### src/rtl/cla_pkg.sv
package cla_pkg;

  localparam int unsigned LA_MAX = 32;

  // Flattened lookahead: carry out of position n-1, given generate/propagate
  // terms for positions 0..n-1 and an incoming carry. Each product term is
  // formed independently, so no term depends on another carry.
  function automatic logic la_carry(
    input logic [LA_MAX-1:0] gen,
    input logic [LA_MAX-1:0] prop,
    input logic              cin,
    input int unsigned       n
  );
    logic acc;
    logic prod;
    acc = 1'b0;
    for (int unsigned j = 0; j < LA_MAX; j++) begin
      if (j < n) begin
        prod = gen[j];
        for (int unsigned m = 0; m < LA_MAX; m++) begin
          if (m > j && m < n) prod = prod & prop[m];
        end
        acc = acc | prod;
      end
    end
    prod = cin;
    for (int unsigned m = 0; m < LA_MAX; m++) begin
      if (m < n) prod = prod & prop[m];
    end
    return acc | prod;
  endfunction

endpackage

### src/rtl/cla_bit_gp.sv
module cla_bit_gp (
  input  logic a_i,
  input  logic b_i,
  output logic gen_o,
  output logic prop_o,
  output logic half_o
);
  assign gen_o  = a_i & b_i;
  assign prop_o = a_i | b_i;
  assign half_o = a_i ^ b_i;
endmodule

### src/rtl/cla_group.sv
module cla_group #(
  parameter int unsigned GROUP_W = 4
) (
  input  logic [GROUP_W-1:0] a_i,
  input  logic [GROUP_W-1:0] b_i,
  input  logic               cin_i,
  output logic [GROUP_W-1:0] sum_o,
  output logic               cout_o,
  output logic               ggen_o,
  output logic               gprop_o
);
  import cla_pkg::*;

  logic [GROUP_W-1:0] gen;
  logic [GROUP_W-1:0] prop;
  logic [GROUP_W-1:0] half;
  logic [GROUP_W:0]   carry;

  for (genvar i = 0; i < GROUP_W; i++) begin : g_bit
    cla_bit_gp u_gp (
      .a_i   (a_i[i]),
      .b_i   (b_i[i]),
      .gen_o (gen[i]),
      .prop_o(prop[i]),
      .half_o(half[i])
    );
  end

  // Every internal carry is flattened: it comes from the bit terms and cin
  // directly, not from the carry of the previous position.
  always_comb begin
    carry[0] = cin_i;
    for (int unsigned k = 1; k <= GROUP_W; k++) begin
      carry[k] = la_carry(LA_MAX'(gen), LA_MAX'(prop), cin_i, k);
    end
  end

  assign sum_o   = half ^ carry[GROUP_W-1:0];
  assign cout_o  = carry[GROUP_W];
  assign ggen_o  = la_carry(LA_MAX'(gen), LA_MAX'(prop), 1'b0, GROUP_W);
  assign gprop_o = &prop;

  always_comb begin

    grp_cout_chk: assert (cout_o == (ggen_o | (gprop_o & cin_i)))
      else $error("group carry out disagrees with group G/P");

    grp_sum_chk: assert ({cout_o, sum_o} ==
                         ({1'b0, a_i} + {1'b0, b_i} + {{GROUP_W{1'b0}}, cin_i}))
      else $error("group sum mismatch");
  end
endmodule

### src/rtl/cla_lookahead.sv
module cla_lookahead #(
  parameter int unsigned NUM_GROUPS = 4
) (
  input  logic [NUM_GROUPS-1:0] ggen_i,
  input  logic [NUM_GROUPS-1:0] gprop_i,
  input  logic                  c0_i,
  output logic [NUM_GROUPS:0]   gcarry_o,
  output logic                  tgen_o,
  output logic                  tprop_o
);
  import cla_pkg::*;

  always_comb begin
    gcarry_o[0] = c0_i;
    for (int unsigned k = 1; k <= NUM_GROUPS; k++) begin
      gcarry_o[k] = la_carry(LA_MAX'(ggen_i), LA_MAX'(gprop_i), c0_i, k);
    end
  end

  assign tgen_o  = la_carry(LA_MAX'(ggen_i), LA_MAX'(gprop_i), 1'b0, NUM_GROUPS);
  assign tprop_o = &gprop_i;

  always_comb begin
    for (int unsigned k = 0; k < NUM_GROUPS; k++) begin

      la_ripple_equiv_chk: assert (gcarry_o[k+1] ==
                                   (ggen_i[k] | (gprop_i[k] & gcarry_o[k])))
        else $error("flattened group carry %0d differs from ripple form", k + 1);
    end

    la_gen_chk: assert (!tgen_o || gcarry_o[NUM_GROUPS])
      else $error("whole-adder generate set without carry out");
  end
endmodule

### src/rtl/cla_two_level_adder.sv
module cla_two_level_adder #(
  parameter int unsigned GROUP_W    = 4,
  parameter int unsigned NUM_GROUPS = 4,
  localparam int unsigned DATA_W    = GROUP_W * NUM_GROUPS
) (
  input  logic [DATA_W-1:0] a_i,
  input  logic [DATA_W-1:0] b_i,
  input  logic              c0_i,
  output logic [DATA_W-1:0] sum_o,
  output logic              c_out_o,
  output logic              grp_gen_o,
  output logic              grp_prop_o
);
  logic [NUM_GROUPS-1:0] ggen;
  logic [NUM_GROUPS-1:0] gprop;
  logic [NUM_GROUPS-1:0] gcout;
  logic [NUM_GROUPS:0]   gcarry;

  for (genvar k = 0; k < NUM_GROUPS; k++) begin : g_grp
    cla_group #(.GROUP_W(GROUP_W)) u_grp (
      .a_i    (a_i[k*GROUP_W +: GROUP_W]),
      .b_i    (b_i[k*GROUP_W +: GROUP_W]),
      .cin_i  (gcarry[k]),
      .sum_o  (sum_o[k*GROUP_W +: GROUP_W]),
      .cout_o (gcout[k]),
      .ggen_o (ggen[k]),
      .gprop_o(gprop[k])
    );
  end

  cla_lookahead #(.NUM_GROUPS(NUM_GROUPS)) u_la (
    .ggen_i  (ggen),
    .gprop_i (gprop),
    .c0_i    (c0_i),
    .gcarry_o(gcarry),
    .tgen_o  (grp_gen_o),
    .tprop_o (grp_prop_o)
  );

  assign c_out_o = gcarry[NUM_GROUPS];

  always_comb begin
    for (int unsigned k = 0; k < NUM_GROUPS; k++) begin

      grp_handoff_chk: assert (gcout[k] == gcarry[k+1])
        else $error("group %0d local carry differs from lookahead carry", k);
    end

    top_cout_chk: assert (c_out_o == (grp_gen_o | (grp_prop_o & c0_i)))
      else $error("carry out disagrees with whole-adder G/P");

    top_total_chk: assert ({c_out_o, sum_o} ==
                           ({1'b0, a_i} + {1'b0, b_i} + {{DATA_W{1'b0}}, c0_i}))
      else $error("adder total mismatch");
  end
endmodule

### config.mk
export PLATFORM = sky130hd
export DESIGN_NAME = cla_two_level_adder
export DESIGN_NICKNAME = d
export VERILOG_FILES = /design/src/rtl/cla_pkg.sv /design/src/rtl/cla_bit_gp.sv /design/src/rtl/cla_group.sv /design/src/rtl/cla_lookahead.sv /design/src/rtl/cla_two_level_adder.sv
export SDC_FILE = /design/constraint.sdc
export NUM_CORES = 1
export LEC_CHECK = 0
export BUFFER_PORTS_ARGS = -buffer_cell sky130_fd_sc_hd__buf_2
export CORE_ASPECT_RATIO = 1.75
export CORE_UTILIZATION = 45
export DETAILED_ROUTE_END_ITERATION = 8
export GPL_TIMING_DRIVEN = 0
export PLACE_DENSITY = 0.8
export SLEW_MARGIN = 0
export SYNTH_ARGS = -nofsm -noshare
export SYNTH_HDL_FRONTEND = slang
export SYNTH_SLANG_ARGS = --single-unit
### constraint.sdc
create_clock -name vclk -period 2.7
set_input_delay 0.27 -clock vclk [all_inputs]
set_output_delay 0.27 -clock vclk [all_outputs]
set_load 0.02 [all_outputs]
==> load_flow_metrics.sql <==
INSERT INTO impl_metrics (metric_group, metric, value, unit) VALUES
('timing', 'rsz_0062_raised_after_global_routing', 'false', ''),
('timing', 'final_hold_viol_count', '0', ''),
('critical_path', 'timing.critical_path.buf_inv', '3', ''),
('final_layout', 'post_route_cells_drive_above_1_share', '0.308', ''),
('placed_design', 'port_buffers', '52', ''),
('floorplan', 'die_height', '71.7', 'um'),
('final_layout', 'design.seq.count', '0', ''),
('global_routing', 'globalRouteOverflowTotal', '0', ''),
('run', 'maxCapViolCount', '0', ''),
('final_layout', 'area_delta_synth_final', '24.9', '%'),
('status', 'run_status', 'finished clean', ''),
('final_layout', 'ff_latch_area', '0', 'um^2'),
('timing', 'finalSetupViolations', '0', ''),
('logic_synthesis', 'avgSynthCellArea', '7.43', 'um^2'),
('final_layout', 'antenna_cells', '0', ''),
('timing', 'slew_headroom', '0.651', ''),
('global_routing', 'antenna_found_initial', '0', ''),
('route', 'detail-route-antenna-nets', '0', ''),
('critical_path', 'crit_top_cell', 'buf_2', ''),
('critical_path', 'worst_path_dominant_cell_family', 'simple AND/OR/NAND/NOR gates', ''),
('logic_synthesis', 'synth_adder_area_share', '0.385', ''),
('final_layout', 'fin_util', '0.611', ''),
('floorplan', 'io-pin-count', '52', ''),
('global_routing', 'gr-usage-met3', '0.0126', ''),
('route', 'drt-initial-drc-count', '10', ''),
('power_and_ir_drop', 'ir_worst_vdd', '0.133', 'mV'),
('timing', 'slew_limit_fails', '0', ''),
('global_routing', 'first_pass_grt_wire_length', '4.36', 'mm'),
('logic_synthesis', 'synth_top_family_by_area', 'adder cells', ''),
('final_layout', 'num-nets-final', '292', ''),
('logic_synthesis', 'synth_compound_gate_area_share', '0.187', ''),
('critical_path', 'setup.worst_path.start', 'a_i[7]', ''),
('logic_synthesis', 'synth_simple_gate_area_share', '0.226', ''),
('route', 'detailroute.via_count', '1296', ''),
('global_routing', 'globalRouteTotalUtil', '0.169', ''),
('timing', 'final_min_period_over_clock_period', '0.958', ''),
('placed_design', 'gp_congestion', '0.809', ''),
('logic_synthesis', 'synth.net_count', '237', ''),
('floorplan', 'area_of_the_die', '3000', 'um^2'),
('timing', 'fmaxAchievable', '387', 'MHz'),
('critical_path', 'timing.critical_path.fanout_max', '4', ''),
('power_and_ir_drop', 'pwr_density_cell', '238', 'nW/um^2'),
('critical_path', 'critical_path.endpoint', 'sum_o[12]', ''),
('final_layout', 'fill_cell_count', '251', ''),
('critical_path', 'worstSetupPathDepth', '10', ''),
('logic_synthesis', 'yosysSeqAreaShare', '0', ''),
('floorplan', 'die_width', '41.8', 'um'),
('logic_synthesis', 'post_synth_inst_count', '168', ''),
('critical_path', 'timing.critical_path.slowest_stage_cell', 'or4_4', ''),
('logic_synthesis', 'synth_cell_type_count', '42', ''),
('critical_path', 'critPathMaxStageDelay', '0.56', 'ns'),
('logic_synthesis', 'total_of_warnings_raised_by_yosys', '0', ''),
('global_routing', 'grt_use_met2', '0.384', ''),
('logic_synthesis', 'synth.cell_area', '1250', 'um^2'),
('global_routing', 'first_global_vias', '1237', ''),
('critical_path', 'worstPathCellList', 'buf_2 > inv_1 > ha_1 > or4_4 > nor4_2 > a211o_2 > nor2_2 > o21ai_2 > fa_1 > buf_2', ''),
('route', 'post_drt_via_cell_ratio', '5.25', ''),
('global_routing', 'top_usage_layer', 'met2', ''),
('logic_synthesis', 'muxShareOfSynthArea', '0.0251', ''),
('power_and_ir_drop', 'static-leakage-power', '0.909', 'nW'),
('route', 'per_cell_routed_wire_length', '9.99', 'um'),
('critical_path', 'criticalPathCategory', 'in2out', ''),
('route', 'first_pass_iters', '4', ''),
('critical_path', 'timing.critical_path.from_type', 'primary input', ''),
('final_layout', 'multi_input_area', '1110', 'um^2'),
('floorplan', 'start_util', '0.489', ''),
('timing', 'max_slew.worst_pin.slew', '0.518', 'ns'),
('floorplan', 'std_cell_rows', '24', ''),
('final_layout', 'layout.clock_buffers', '0', ''),
('placed_design', 'place.detailed.hpwl', '2.31', 'mm'),
('timing', 'min_period', '2.59', 'ns'),
('critical_path', 'critPathCaptureType', 'primary output', ''),
('route', 'detail_route.wirelength', '2.47', 'mm'),
('global_routing', 'largest_net_degree_at_the_start_of_global_routing', '7', ''),
('min_path', 'timing.hold.worst.class', 'in2out', ''),
('global_routing', 'globalRouteMet1Util', '0.153', ''),
('logic_synthesis', 'synth_xor_xnor_area_share', '0.0561', ''),
('critical_path', 'worst_ep_required_time', '2.43', 'ns'),
('route', 'drc_errors', '0', ''),
('floorplan', 'floorplan.core_area', '2550', 'um^2'),
('timing', 'fin_hold_ws', '0.944', 'ns'),
('critical_path', 'worst_ep_arrival_time', '2.32', 'ns'),
('timing', 'fin_tns_setup', '0', 'ns');
-- repair_timing --
action                                  4_1_cts  5_1_grt
hold buffers                                  0        0
endpoints found under the setup margin        2        2
pin swaps                                     1        1
setup buffers                                 1        0
hold endpoints to repair                      0        0
gates resized for setup                       1        2
-- worst min-delay path by stage --
stage,from,endpoint,slack [ns],cells past startpoint
final,c0_i,sum_o[0],0.94,3
after global routing,c0_i,sum_o[0],0.97,3
after CTS,c0_i,sum_o[0],0.95,3
after detailed placement,c0_i,sum_o[0],0.94,3
after global placement,c0_i,sum_o[0],0.94,3
after floorplan,c0_i,sum_o[0],0.79,1
-- worst min-delay path, stage by stage --
cell and delay (ns):
buf_2 0.10, fa_1 0.15, buf_2 0.16
-- metal layers --
layer / part of all wire / up-vias
met3: 0.041 / 0
met1: 0.37 / 588
met2: 0.59 / 34
li1: - / 674
met5: 0 / -
met4: 0 / 0
-- synthesized netlist by cell type, types with 2 or more instances --
master,number,area [um^2]
a21oi_1,5,25.0
a311oi_1,3,26.3
fa_1,4,80.1
ha_1,32,400
inv_1,39,146
mux2i_1,2,20.0
nand2_1,8,30.0
nand2b_1,4,25.0
nor2_1,16,60.1
nor2b_1,7,43.8
nor3_1,4,20.0
nor4_1,3,18.8
o211ai_1,2,15.0
o21ai_0,3,15.0
o311ai_0,2,17.5
or4_4,2,22.5
xnor2_1,2,17.5
xor2_1,6,52.6
-- stage by stage --
stage / setup WS, ns / cells / power, mW / cell area [um^2]
4_1_cts: 0.0233 / 247 / 0.373 / 1550
6_report: 0.114 / 247 / 0.370 / 1560
2_1_floorplan: 0.204 / 168 / 0.261 / 1250
3_3_place_gp: -0.110 / 246 / 0.364 / 1540
5_1_grt: 0.0184 / 247 / 0.412 / 1560
3_5_place_dp: -0.0946 / 246 / 0.368 / 1540
-- layout by cell type, fill, tap and decap left out, types with 2 or more instances in the layout --
cell      count
nor2b_1       7
nor3_1        4
buf_2        52
a311oi_1      3
fa_1          4
o21ai_0       2
or4_4         2
xnor2_1       2
xor2_1        6
nand2b_1      4
nor4_1        2
nor2_1       16
ha_1         32
o211ai_1      2
a21oi_1       5
nand2_1       8
o311ai_0      2
inv_1        39
mux2i_1       2
-- logic make-up (layout without fill, tap and decap cells) --
family,after synthesis,count (layout)
buffers and inverters,40,93
xor gates and xnor gates,8,8
and+or+nand+nor,52,52
AOI/OAI and AO/OA,29,29
adders and majority gates,36,36
muxes,3,3
-- where the power goes --
group / total (mW) / internal [mW] / switching (mW)
logic: 0.370 / 0.152 / 0.219
clock network: 0 / 0 / 0
registers: 0 / 0 / 0
-- cell type report --
type | count | share of cell area
multi-input combinational | 128 | 0.711
inverter | 40 | 0.0963
tap | 26 | 0.0209
timing repair buffer | 53 | 0.172
Power figures use the tool's default switching activity.
